$ cat config.mk
export PLATFORM = sky130hd
export DESIGN_NAME = carrier_sense_top
export DESIGN_NICKNAME = d
export VERILOG_FILES = /design/src/rtl/cs_pkg.sv /design/src/rtl/cs_ctrl.sv /design/src/rtl/cs_datapath.sv /design/src/rtl/carrier_sense_top.sv
export SDC_FILE = /design/constraint.sdc
export NUM_CORES = 1
export LEC_CHECK = 0
export ABC_AREA = 0
export BUFFER_PORTS_ARGS = -buffer_cell sky130_fd_sc_hd__buf_2
export CAP_MARGIN = 5
export CORE_UTILIZATION = 34
export DETAILED_ROUTE_END_ITERATION = 16
export PLACE_DENSITY = 0.77
export SYNTH_ARGS = -nofsm -noshare
export SYNTH_HDL_FRONTEND = slang
export SYNTH_SLANG_ARGS = --single-unit
$ cat constraint.sdc
create_clock -name clk -period 2.1 [get_ports clk]
set_input_delay 0.42 -clock clk [delete_from_list [all_inputs] [get_ports clk]]
set_output_delay 0.42 -clock clk [all_outputs]
set_load 0.02 [all_outputs]
$ cat src/rtl/cs_pkg.sv
package cs_pkg;
  // Control word bit positions (decoded by the control module)
  localparam int CtlNavDisable = 1;
  localparam int CtlNavClear   = 2;
  localparam int CtlIgnRx      = 5;
  localparam int CtlIgnTx      = 6;
  localparam int CtlIgnNav     = 7;
  localparam int CtlForceBusy  = 8;
  localparam int CtlExtEnable  = 21;
  localparam int CtlClrRxSeen  = 23;
  localparam int CtlClrTxSeen  = 24;

  localparam int NumSrc   = 4;   // rx, tx, nav, external
  localparam int NumPhy   = 2;   // rx, tx sticky flags
  localparam int MatchLoW = 32;

  typedef struct packed {
    logic              navClear;
    logic              navEnable;
    logic [NumPhy-1:0] seenClr;
  } dpStrobe_t;
endpackage

$ cat src/rtl/cs_ctrl.sv
module cs_ctrl
  import cs_pkg::*;
(
  input  logic [31:0] ctrl,
  input  logic        rxAct,
  input  logic        txAct,
  input  logic        extBusy,
  input  logic        navNonzero,
  output dpStrobe_t   strb,
  output logic        navBusy,
  output logic        ccaBusy
);
  logic [NumSrc-1:0] srcVec;
  logic [NumSrc-1:0] srcEn;
  logic              anySrc;

  always_comb begin
    strb.navClear   = ctrl[CtlNavClear];
    strb.navEnable  = ~ctrl[CtlNavDisable];
    strb.seenClr    = {ctrl[CtlClrTxSeen], ctrl[CtlClrRxSeen]};
  end

  assign navBusy = navNonzero & strb.navEnable;

  assign srcVec = {extBusy, navBusy, txAct, rxAct};
  assign srcEn  = {ctrl[CtlExtEnable], ~ctrl[CtlIgnNav], ~ctrl[CtlIgnTx], ~ctrl[CtlIgnRx]};

  always_comb begin
    anySrc = 1'b0;
    for (int i = 0; i < NumSrc; i++) begin
      anySrc = anySrc | (srcVec[i] & srcEn[i]);
    end
  end

  assign ccaBusy = ctrl[CtlForceBusy] | anySrc;
endmodule

$ cat src/rtl/cs_datapath.sv
module cs_datapath
  import cs_pkg::*;
#(
  parameter int NAV_W  = 12,
  parameter int ADDR_W = 48
) (
  input  logic              clk,
  input  logic              rstN,
  input  dpStrobe_t         strb,
  input  logic              usTick,
  input  logic              navLoad,
  input  logic [NAV_W-1:0]  navDur,
  input  logic [ADDR_W-1:0] navSrcAddr,
  input  logic [ADDR_W-1:0] matchAddr,
  input  logic [NumPhy-1:0] phyAct,
  output logic [NAV_W-1:0]  navCount,
  output logic              navNonzero,
  output logic [NumPhy-1:0] seen
);
  logic navCnt_nz;
  logic addrHit;
  logic loadTake;
  logic [NAV_W-1:0] navCnt;

  assign addrHit   = (navSrcAddr == matchAddr);
  assign navCnt_nz = (navCnt != '0);
  assign loadTake  = navLoad & strb.navEnable & ~addrHit & (navDur > navCnt);

  always_ff @(posedge clk) begin
    if (!rstN) begin
      navCnt <= '0;
    end else if (strb.navClear) begin
      navCnt <= '0;
    end else if (loadTake) begin
      navCnt <= navDur;
    end else if (usTick && navCnt_nz) begin
      navCnt <= navCnt - 1'b1;
    end
  end

  assign navCount   = navCnt;
  assign navNonzero = navCnt_nz;

  for (genvar g = 0; g < NumPhy; g++) begin : gSeen
    logic flag;
    always_ff @(posedge clk) begin
      if (!rstN)               flag <= 1'b0;
      else if (strb.seenClr[g]) flag <= 1'b0;
      else if (phyAct[g])      flag <= 1'b1;
    end
    assign seen[g] = flag;
  end
endmodule

$ cat src/rtl/carrier_sense_top.sv
module carrier_sense_top
  import cs_pkg::*;
#(
  parameter int NAV_W  = 12,
  parameter int ADDR_W = 48
) (
  input  logic                 clk,
  input  logic                 rstN,
  input  logic                 usTick,
  input  logic                 rxPhyActive,
  input  logic                 txPhyActive,
  input  logic                 extCcaBusy,
  input  logic                 navLoad,
  input  logic [NAV_W-1:0]     navDur,
  input  logic [ADDR_W-1:0]    navSrcAddr,
  input  logic [31:0]          matchLo,
  input  logic [ADDR_W-33:0]   matchHi,
  input  logic [31:0]          ctrl,
  output logic                 ccaBusy,
  output logic                 navBusy,
  output logic [NAV_W-1:0]     navCount,
  output logic                 rxSeen,
  output logic                 txSeen
);
  localparam int HiW = ADDR_W - MatchLoW;

  dpStrobe_t         strb;
  logic              navNonzero;
  logic [NumPhy-1:0] seen;
  logic [ADDR_W-1:0] matchAddr;

  assign matchAddr = {matchHi[HiW-1:0], matchLo};

  cs_ctrl u_ctrl (
    .ctrl       (ctrl),
    .rxAct      (rxPhyActive),
    .txAct      (txPhyActive),
    .extBusy    (extCcaBusy),
    .navNonzero (navNonzero),
    .strb       (strb),
    .navBusy    (navBusy),
    .ccaBusy    (ccaBusy)
  );

  cs_datapath #(.NAV_W(NAV_W), .ADDR_W(ADDR_W)) u_dp (
    .clk        (clk),
    .rstN       (rstN),
    .strb       (strb),
    .usTick     (usTick),
    .navLoad    (navLoad),
    .navDur     (navDur),
    .navSrcAddr (navSrcAddr),
    .matchAddr  (matchAddr),
    .phyAct     ({txPhyActive, rxPhyActive}),
    .navCount   (navCount),
    .navNonzero (navNonzero),
    .seen       (seen)
  );

  assign rxSeen = seen[0];
  assign txSeen = seen[1];
endmodule

==> impl_metrics.json, run 1 <==
{
  "whs_ns": 0.331,
  "worstMarginPinSlew_ns": 0.414,
  "drive_gt1_frac": 0.598,
  "final_cell_area_mm2": 0.00302,
  "worstPathRequired_ns": 1.68,
  "fmax_ghz": 0.468,
  "vias": 2104,
  "wl_per_cell_um": 12.1,
  "critPathKind": "register to primary output",
  "met3_usage": 0.0217,
  "diodes": 0,
  "postPlaceCellArea_mm2": 0.00285,
  "ys_warn_count": 0,
  "portBuffers": 139,
  "h-tree-depth": 1,
  "finalMaxSlewViolations": 0,
  "multi_input_area_mm2": 0.00154,
  "path_clk_slew_ns": 0.06,
  "setup.worst_path.end_class": "primary output",
  "grtUsageMet1": 0.213,
  "finalSetupViolations": 9,
  "dp_cells": 437,
  "use_met2": 0.381,
  "cts_tree": "built",
  "syn_avg_cell_area_um2": 8.73,
  "slew_headroom": 0.724,
  "cts_buffers": 3,
  "cp_max_fo": 3,
  "insertion_delay_ns": 0.24,
  "track_usage": 0.190,
  "layout_worst_path_cycle_share": 1.02,
  "drt-initial-drc-count": 85,
  "powerDensity_mw_per_mm2": 498,
  "nets": 540,
  "synth-xor-area-share": 0.283,
  "syn_inst": 205,
  "hold_viol": 0,
  "slowest_stage": "or3b_4",
  "overflow": 0,
  "grt_pass1_vias": 1992,
  "synthesis.area_mm2": 0.00179,
  "peakVddDrop_mv": 0.292,
  "grt.busiest_layer": "met2",
  "stdcell_count": 448,
  "drtAntennaViolNets": 0,
  "grt_max_degree": 15,
  "maxCapViolations": 0,
  "yosys.area_share.adder": 0.0979,
  "final_core_util": 0.596,
  "p_leak_nw": 1.46,
  "globalplace.congestion": 0.782,
  "core_mm2": 0.00507,
  "min_period_ns": 2.14,
  "grt_pass1_wl_mm": 8.26,
  "synth_seq_area_share": 0.157,
  "synth_nets": 366,
  "max_stage_delay_ns": 0.39,
  "drc": 0,
  "avgViaCountPerCell": 4.70,
  "antenna_found_initial": 0,
  "yosys-top-cells-area": "xor2_1 23%, dfxtp_1 16%, ha_1 9.8%, a211oi_2 6.3%, nor4_1 4.9%",
  "status": "complete, but fails checks",
  "chipHeight_um": 74.5,
  "synth_top_area_frac": 0.235,
  "min_path_type": "input pin to register",
  "cts_root_buffer": "clkbuf_8",
  "cp.arrival_ns": 1.72,
  "synth_top_family_by_area": "XOR/XNOR gates",
  "yosys.area_share.simple": 0.245,
  "regArea_um2": 308,
  "synth_cell_types": 47,
  "drt-total-wl_mm": 5.41,
  "violations": "setup timing",
  "crit_chain": "inv_4 > ha_4 > or3b_4 > nor3_4 > a21oi_4 > nand2b_1 > nand3_2 > buf_6",
  "postSynth.asyncResetShare": 0,
  "synth-main-ff-cell": "dfxtp_1",
  "fill_cells": 434,
  "die_area_mm2": 0.00556,
  "synth_edf_count": 0,
  "dr.pass1.iters": 4,
  "clock_sinks": 14,
  "fin_skew_ns": 0.000978,
  "cp-start-kind": "register",
  "rows": 26,
  "die-width_um": 74.5,
  "synth_area_leader_cell": "xor2_1",
  "cts_max_path_buffers": 2,
  "yosys_register_bits": 14,
  "syn2layout_area_growth_pct": 69.0,
  "grt_setup_unrepaired": "yes",
  "start_util": 0.353,
  "holdBufCountCts": 0,
  "place.detailed.hpwl_mm": 4.66,
  "fin_ws_ns": -0.0367,
  "synthMuxAreaShare": 0,
  "synth_compound_area_frac": 0.164,
  "io-pin-count": 163
}
-- metal layers --
metal  vias up  share of wire
met5         -              0
met1       923           0.39
met4         0         0.0046
met3         2          0.057
met2        81           0.55
li1       1098              -
-- metrics by stage --
stage               worst slack, ns  TNS [ns]  power [mW]
detailed placement           -0.300     -2.90        1.22
CTS                         -0.0335   -0.0396        1.49
finish                      -0.0367   -0.0868        1.51
global route                 -0.113    -0.848        1.63
floorplan                   -0.0322   -0.0322       0.877
global placement             -0.249     -2.59        1.20
-- report_power, final --
part	leakage, nW	switching (mW)	internal [mW]
logic	1.32	0.464	0.504
clock network	0.0231	0.0923	0.129
registers	0.121	0.0215	0.296
-- area by class of cell --
type | instances | share of cell area
Inverter | 18 | 0.0240
Sequential cell | 14 | 0.102
Tap cell | 70 | 0.0290
Multi-Input combinational cell | 170 | 0.508
Timing Repair Buffer | 172 | 0.322
Clock inverter | 1 | 0.00124
Clock buffer | 3 | 0.0137
-- cell families (layout without fill, tap and decap cells) --
kind of cell	Yosys count	in the layout
AOI/OAI and AO/OA	32	33
xor gates and xnor gates	57	57
adders and majority gates	14	14
buffers and inverters	22	194
DFF	14	14
and+or+nand+nor	66	66
-- cell usage after synthesis (all sizes together), types with 2 or more instances --
| library cell | number |
|---|---|
| nand4 | 6 |
| nor2 | 5 |
| ha | 14 |
| and2 | 2 |
| nand2 | 4 |
| xnor2 | 9 |
| or3 | 3 |
| a21oi | 8 |
| buf | 3 |
| inv | 18 |
| nand2b | 2 |
| nor3b | 3 |
| nor4 | 15 |
| dfxtp | 14 |
| nor3 | 15 |
| nor2b | 2 |
| nand3 | 3 |
| xor2 | 48 |
| o31ai | 3 |
| a211oi | 11 |
-- sequential cells by signal (all words and copies together), names as in the netlist --
name / cells
u_dp.navCount: 12
u_dp.gSeen.flag: 2
-- worst paths after layout --
path         slack [ns]               start  cells past startpoint                 end
max               -0.04    u_dp.navCount[1]                      8             ccaBusy
min                0.33            ctrl[23]                      2  u_dp.gSeen[0].flag
max reg2reg       -0.02    u_dp.navCount[6]                      8    u_dp.navCount[2]
min reg2reg        0.49  u_dp.gSeen[0].flag                      2  u_dp.gSeen[0].flag
-- cells in the final DEF (no fill, tap or decap), types with 4 or more instances in the layout --
master	Yosys	final
buf_4	1	29
nor3_2	1	4
buf_2	1	138
nand4_1	6	6
buf_6	1	4
ha_1	14	11
dfxtp_1	14	4
inv_1	17	12
nor4_1	14	14
dfxtp_2	0	4
a211oi_2	9	9
dfxtp_4	0	6
inv_2	1	4
a21oi_1	8	6
nor3_1	13	10
xnor2_1	8	8
nor2_1	5	5
xor2_1	48	48
-- worst max-delay path, delay by kind of cell (launching register included) --
family,cells,cell delay (ns)
and+or+nand+nor,4,0.73
DFF,1,0.35
buffers and inverters,2,0.20
adders and majority gates,1,0.11
AOI/OAI and AO/OA,1,0.08
-- repair_timing --
item                                    in CTS  in global routing
pin swaps                                    7                  4
setup buffers                                6                  0
endpoints found under the setup margin      11                 13
gates resized for setup                      7                 10
cloned                                       0                  2
Note: power is estimated with default switching activity, not from simulation.
==> inputs of run 2 (changes only) <==
--- a/config.mk
+++ b/config.mk
@@ -8,9 +8,11 @@
 export ABC_AREA = 0
 export BUFFER_PORTS_ARGS = -buffer_cell sky130_fd_sc_hd__buf_2
 export CAP_MARGIN = 5
+export CORE_MARGIN = 4
 export CORE_UTILIZATION = 34
 export DETAILED_ROUTE_END_ITERATION = 16
 export PLACE_DENSITY = 0.77
+export SKIP_LAST_GASP = 1
 export SYNTH_ARGS = -nofsm -noshare
 export SYNTH_HDL_FRONTEND = slang
 export SYNTH_SLANG_ARGS = --single-unit
==> impl_metrics.json, run 2 (same netlist as run 1, synthesis figures left out) <==
{
  "clock_sinks": 14,
  "critPathKind": "register to primary output",
  "place.detailed.hpwl_mm": 5.14,
  "whs_ns": 0.326,
  "holdBufCountCts": 0,
  "fill_cells": 413,
  "wl_per_cell_um": 13.7,
  "die_area_mm2": 0.00649,
  "slowest_stage": "or3b_4",
  "cts_max_path_buffers": 2,
  "avgViaCountPerCell": 4.87,
  "r2r_slack_ns": -0.03,
  "crit_chain": "inv_6 > ha_4 > or3b_4 > nor3_4 > a21oi_4 > nand2b_1 > nand3_2 > buf_6",
  "die-width_um": 80.5,
  "track_usage": 0.170,
  "grt_pass1_wl_mm": 8.76,
  "hold_depth": 2,
  "core_mm2": 0.00511,
  "finalSetupViolations": 11,
  "maxCapViolations": 0,
  "grt_pass1_vias": 2122,
  "layout_worst_path_cycle_share": 1.06,
  "max_stage_delay_ns": 0.40,
  "min_from": "ctrl[23]",
  "hold_viol": 0,
  "cts_buffers": 3,
  "cts_tree": "built",
  "drt-total-wl_mm": 6.21,
  "cts_root_buffer": "clkbuf_8",
  "insertion_delay_ns": 0.24,
  "rr_worst_depth": 9,
  "use_met2": 0.346,
  "stdcell_count": 452,
  "start_util": 0.350,
  "powerDensity_mw_per_mm2": 519,
  "drc": 0,
  "final_cell_mix": "138 x buf_2, 48 x xor2_1, 31 x buf_4",
  "h-tree-depth": 1,
  "final_common_cell": "buf_2",
  "p_leak_nw": 1.49,
  "worstPathRequired_ns": 1.68,
  "drtAntennaViolNets": 0,
  "cp-start-kind": "register",
  "cp_max_fo": 2,
  "chipHeight_um": 80.5,
  "hold_end": "u_dp.gSeen[0].flag",
  "setup.worst_path.end_class": "primary output",
  "min_path_type": "input pin to register",
  "antenna_found_initial": 0,
  "power.total_mw": 1.60,
  "status": "complete, but fails checks",
  "grtUsageMet1": 0.169,
  "fin_ws_ns": -0.116,
  "drt-initial-drc-count": 87,
  "peakVddDrop_mv": 0.293,
  "diodes": 0,
  "io-pin-count": 163,
  "violations": "setup timing",
  "fmax_ghz": 0.451,
  "timing.rr.start": "u_dp.navCount[1]",
  "overflow": 0,
  "reg2reg_to": "u_dp.navCount[2]",
  "slew_headroom": 0.678,
  "dr.pass1.iters": 5,
  "syn2layout_area_growth_pct": 72.3,
  "portBuffers": 139,
  "path_clk_slew_ns": 0.06,
  "final_cell_area_mm2": 0.00308,
  "cp.arrival_ns": 1.80,
  "drive_gt1_frac": 0.610,
  "largest_register_ffs": 12,
  "grt.busiest_layer": "met2",
  "met3_usage": 0.0392,
  "globalplace.congestion": 0.816,
  "worstMarginPinSlew_ns": 0.480,
  "postPlaceCellArea_mm2": 0.00285,
  "vias": 2200,
  "dp_cells": 437,
  "finalMaxSlewViolations": 0,
  "rows": 26,
  "grt_max_degree": 14,
  "grt_setup_unrepaired": "yes",
  "nets": 544,
  "min_period_ns": 2.22,
  "fin_skew_ns": 0.00185
}
## run 2: cell type report
type / instances / area [um^2] / area share
well taps: 70 / 87.6 / 0.0284
repair buffers: 176 / 1020 / 0.331
multi-input cells: 170 / 1550 / 0.502
flip-flops and latches: 14 / 308 / 0.0998
inverters: 18 / 75.1 / 0.0244
clock buffers: 4 / 45.0 / 0.0146
## run 2: how the worst max path moves through the flow
| stage | start | to | slack, ns | cells past startpoint |
|---|---|---|---|---|
| global route | u_dp.navCount[1] | ccaBusy | -0.17 | 8 |
| finish | u_dp.navCount[1] | ccaBusy | -0.12 | 8 |
| CTS | u_dp.navCount[7] | ccaBusy | -0.08 | 7 |
| detailed placement | matchLo[8] | u_dp.navCount[6] | -0.30 | 7 |
| global placement | matchLo[8] | u_dp.navCount[7] | -0.24 | 7 |
| floorplan | u_dp.navCount[1] | ccaBusy | -0.03 | 7 |
## run 2: repair_timing
item	4_1_cts	5_1_grt
cloned	0	2
setup buffers	4	6
gates resized for setup	5	15
pin swaps	4	21
endpoints found under the setup margin	11	14
## run 2: worst max-delay path: cells and delay by family (launching register included)
family,cells,cell delay (ns)
buffers and inverters,2,0.20
flip-flops,1,0.35
AO/OA/AOI/OAI,1,0.08
AND/OR/NAND/NOR,4,0.79
adder cells (fa/ha/maj),1,0.12
## run 2: metal layers
layer	routed length [um]	vias up
li1	-	1102
met1	2150	977
met2	3410	117
met3	601	4
met4	50	0
met5	0	-
## run 2: power by group
group          total, mW  internal (mW)  switching, mW
Sequential         0.316          0.296         0.0197
Combinational       1.06          0.549          0.508
Clock              0.228          0.134         0.0937
Total               1.60          0.979          0.622
## run 2: through the flow
stage	TNS [ns]	utilization	worst slack, ns
after global routing	-1.19	0.604	-0.174
after CTS	-0.0880	0.577	-0.0844
after global placement	-2.52	0.558	-0.242
after floorplan	-0.0322	-	-0.0322
after detailed placement	-3.03	0.558	-0.304
final	-0.247	0.604	-0.116
==> inputs of run 3 (changes only) <==
--- a/config.mk
+++ b/config.mk
@@ -9,10 +9,11 @@
 export BUFFER_PORTS_ARGS = -buffer_cell sky130_fd_sc_hd__buf_2
 export CAP_MARGIN = 5
 export CORE_MARGIN = 4
-export CORE_UTILIZATION = 34
+export CORE_UTILIZATION = 37
 export DETAILED_ROUTE_END_ITERATION = 16
-export PLACE_DENSITY = 0.77
+export PLACE_DENSITY = 0.81
 export SKIP_LAST_GASP = 1
 export SYNTH_ARGS = -nofsm -noshare
 export SYNTH_HDL_FRONTEND = slang
+export SYNTH_HIERARCHICAL = 1
 export SYNTH_SLANG_ARGS = --single-unit
==> constraint.sdc (replaced) <==
create_clock -name clk -period 2.25 [get_ports clk]
set_input_delay 0.45 -clock clk [delete_from_list [all_inputs] [get_ports clk]]
set_output_delay 0.45 -clock clk [all_outputs]
set_load 0.02 [all_outputs]
==> impl_metrics.json, run 3 <==
{
  "yosys_register_bits": 14,
  "start_util": 0.386,
  "finalMaxSlewViolations": 0,
  "synth_cell_types": 36,
  "grt_pass1_wl_mm": 8.80,
  "largest_register_ffs": 12,
  "drtAntennaViolNets": 0,
  "path_clk_slew_ns": 0.07,
  "fmax_ghz": 0.442,
  "dp_cells": 411,
  "preCtsSetupSlack_ns": -0.141,
  "pwr-share-clk": 0.203,
  "grt_pass1_vias": 2140,
  "yosys.cell_count.top_type": "xor2_1",
  "ys_top_cells_by_count": "48 x xor2_1, 17 x a21oi_1, 16 x inv_1, 15 x nor4_1",
  "synth_top_area_frac": 0.247,
  "worstMarginPinSlew_ns": 0.427,
  "postPlaceCellArea_mm2": 0.00254,
  "peakVddDrop_mv": 0.331,
  "grt_setup_unrepaired": "yes",
  "syn2layout_area_growth_pct": 59.4,
  "switching_share": 0.380,
  "finalSetupViolations": 2,
  "cp-start-kind": "register",
  "layout_worst_path_cycle_share": 1.01,
  "place.detailed.hpwl_mm": 5.02,
  "die_area_mm2": 0.00575,
  "wl_per_cell_um": 14.4,
  "met3_usage": 0.0317,
  "power_frac_comb": 0.567,
  "stdcell_count": 421,
  "regArea_um2": 285,
  "grt.busiest_layer": "met2",
  "drt-total-wl_mm": 6.04,
  "core_mm2": 0.00441,
  "synth_seq_area_share": 0.165,
  "drc": 0,
  "status": "complete, but fails checks",
  "fin_tns_setup_ns": -0.0233,
  "p_int_uw": 801,
  "portBuffers": 139,
  "powerDensity_mw_per_mm2": 476,
  "p_leak_nw": 1.37,
  "cp.arrival_ns": 1.81,
  "syn_inst": 212,
  "antenna_found_initial": 0,
  "yosys-top-cells-area": "xor2_1 25%, dfxtp_1 16%, ha_1 10%, o41ai_1 5.7%, nor4_1 5.5%",
  "vias": 2145,
  "fin_skew_ns": 0.00560,
  "rows": 24,
  "final_cell_mix": "139 x buf_2, 48 x xor2_1, 24 x buf_4",
  "setup.worst_path.end_class": "primary output",
  "critPathKind": "register to primary output",
  "track_usage": 0.197,
  "h-tree-depth": 1,
  "maxCapViolations": 0,
  "fill_cells": 395,
  "drive_gt1_frac": 0.509,
  "multi_input_area_mm2": 0.00137,
  "synth_area_leader_cell": "xor2_1",
  "syn_avg_cell_area_um2": 8.03,
  "insertion_delay_ns": 0.25,
  "nets": 531,
  "overflow": 0,
  "cts_tree": "built",
  "cp_max_fo": 4,
  "dr.pass1.iters": 4,
  "chipHeight_um": 75.8,
  "synthesis.area_mm2": 0.00170,
  "synth_nets": 373,
  "final_common_cell": "buf_2",
  "power.total_mw": 1.29,
  "min_path_type": "input pin to register",
  "pwr-share-seq": 0.230,
  "cts_buffers": 3,
  "synth-main-ff-cell": "dfxtp_1",
  "grt_max_degree": 14,
  "slew_headroom": 0.712,
  "clock_sinks": 14,
  "io-pin-count": 163,
  "postSynth.asyncResetShare": 0,
  "avgViaCountPerCell": 5.10,
  "hold_viol": 0,
  "worstPathRequired_ns": 1.80,
  "drt-initial-drc-count": 77,
  "use_met2": 0.382,
  "synth_edf_count": 0,
  "die-width_um": 75.8,
  "cts_max_path_buffers": 2,
  "cts_root_buffer": "clkbuf_8",
  "diodes": 0,
  "final_cell_area_mm2": 0.00271,
  "switchingPower_uw": 490,
  "final_core_util": 0.615,
  "globalplace.congestion": 0.894,
  "ys_warn_count": 6,
  "whs_ns": 0.354,
  "min_period_ns": 2.26,
  "violations": "setup timing",
  "fin_ws_ns": -0.0141,
  "grtUsageMet1": 0.223
}
run 3: changes by cell type after synthesis, sizes merged, moves of 3 or more:
cell | previous run | this run
nor3 | 15 | 2
a211oi | 11 | 1
a21oi | 8 | 18
o41ai | 1 | 11
nor2 | 5 | 11
nand2 | 4 | 9
buf | 3 | 7
o31ai | 3 | 0
run 3: final cells by class:
cell class,count,share of cell area
clock buffers,4,0.0203
repair buffers,163,0.323
multi-input cells,172,0.506
well taps,52,0.0240
inverters,16,0.0221
flip-flops and latches,14,0.105
run 3: what timing repair did:
action / CTS / global route
hold buffers: 0 / 0
endpoints found under the setup margin: 2 / 14
resized for setup: 7 / 12
gates cloned: 0 / 0
pin swaps: 3 / 6
buffers inserted: 7 / 0
run 3: layer usage:
| metal | wire length [um] | up-vias | share of wire |
|---|---|---|---|
| met5 | 0 | - | 0 |
| met4 | 36 | 0 | 0.0060 |
| met3 | 565 | 6 | 0.093 |
| met2 | 3130 | 85 | 0.52 |
| met1 | 2320 | 981 | 0.38 |
| li1 | - | 1073 | - |
run 3: power groups by stage:
stage	clock [mW]	combinational, mW	sequential (mW)
CTS	0.271	0.691	0.295
floorplan	0	0.338	0.326
finish	0.262	0.732	0.297
global placement	0	0.605	0.299
global route	0.277	0.797	0.301
detailed placement	0	0.620	0.300
run 3: final timing paths:
path | start | endpoint | slack (ns) | cells after the start
max | u_dp/navCount[5] | ccaBusy | -0.01 | 6
min | ctrl[23] | u_dp/gSeen[0].flag | 0.35 | 2
min reg2reg | u_dp/gSeen[1].flag | u_dp/gSeen[1].flag | 0.50 | 2
max reg2reg | u_dp/navCount[5] | u_dp/navCount[11] | -0.01 | 11
run 3: cell families (layout without fill, tap and decap cells):
logic type,after synthesis,in the layout,synth area share
AND/OR/NAND/NOR,62,62,0.212
adder cells (fa/ha/maj),14,14,0.103
AO/OA/AOI/OAI,38,38,0.151
XOR/XNOR,56,56,0.288
buffers and inverters,26,183,0.0698
multiplexers,2,2,0.0118
flip-flops,14,14,0.165
run 3: worst max-delay path, cell delays in order (launching register included):
cell	delay, ns
dfxtp_2	0.35
nor4_4	0.36
nand2_2	0.10
or4_4	0.44
inv_2	0.07
o311ai_1	0.07
buf_2	0.17
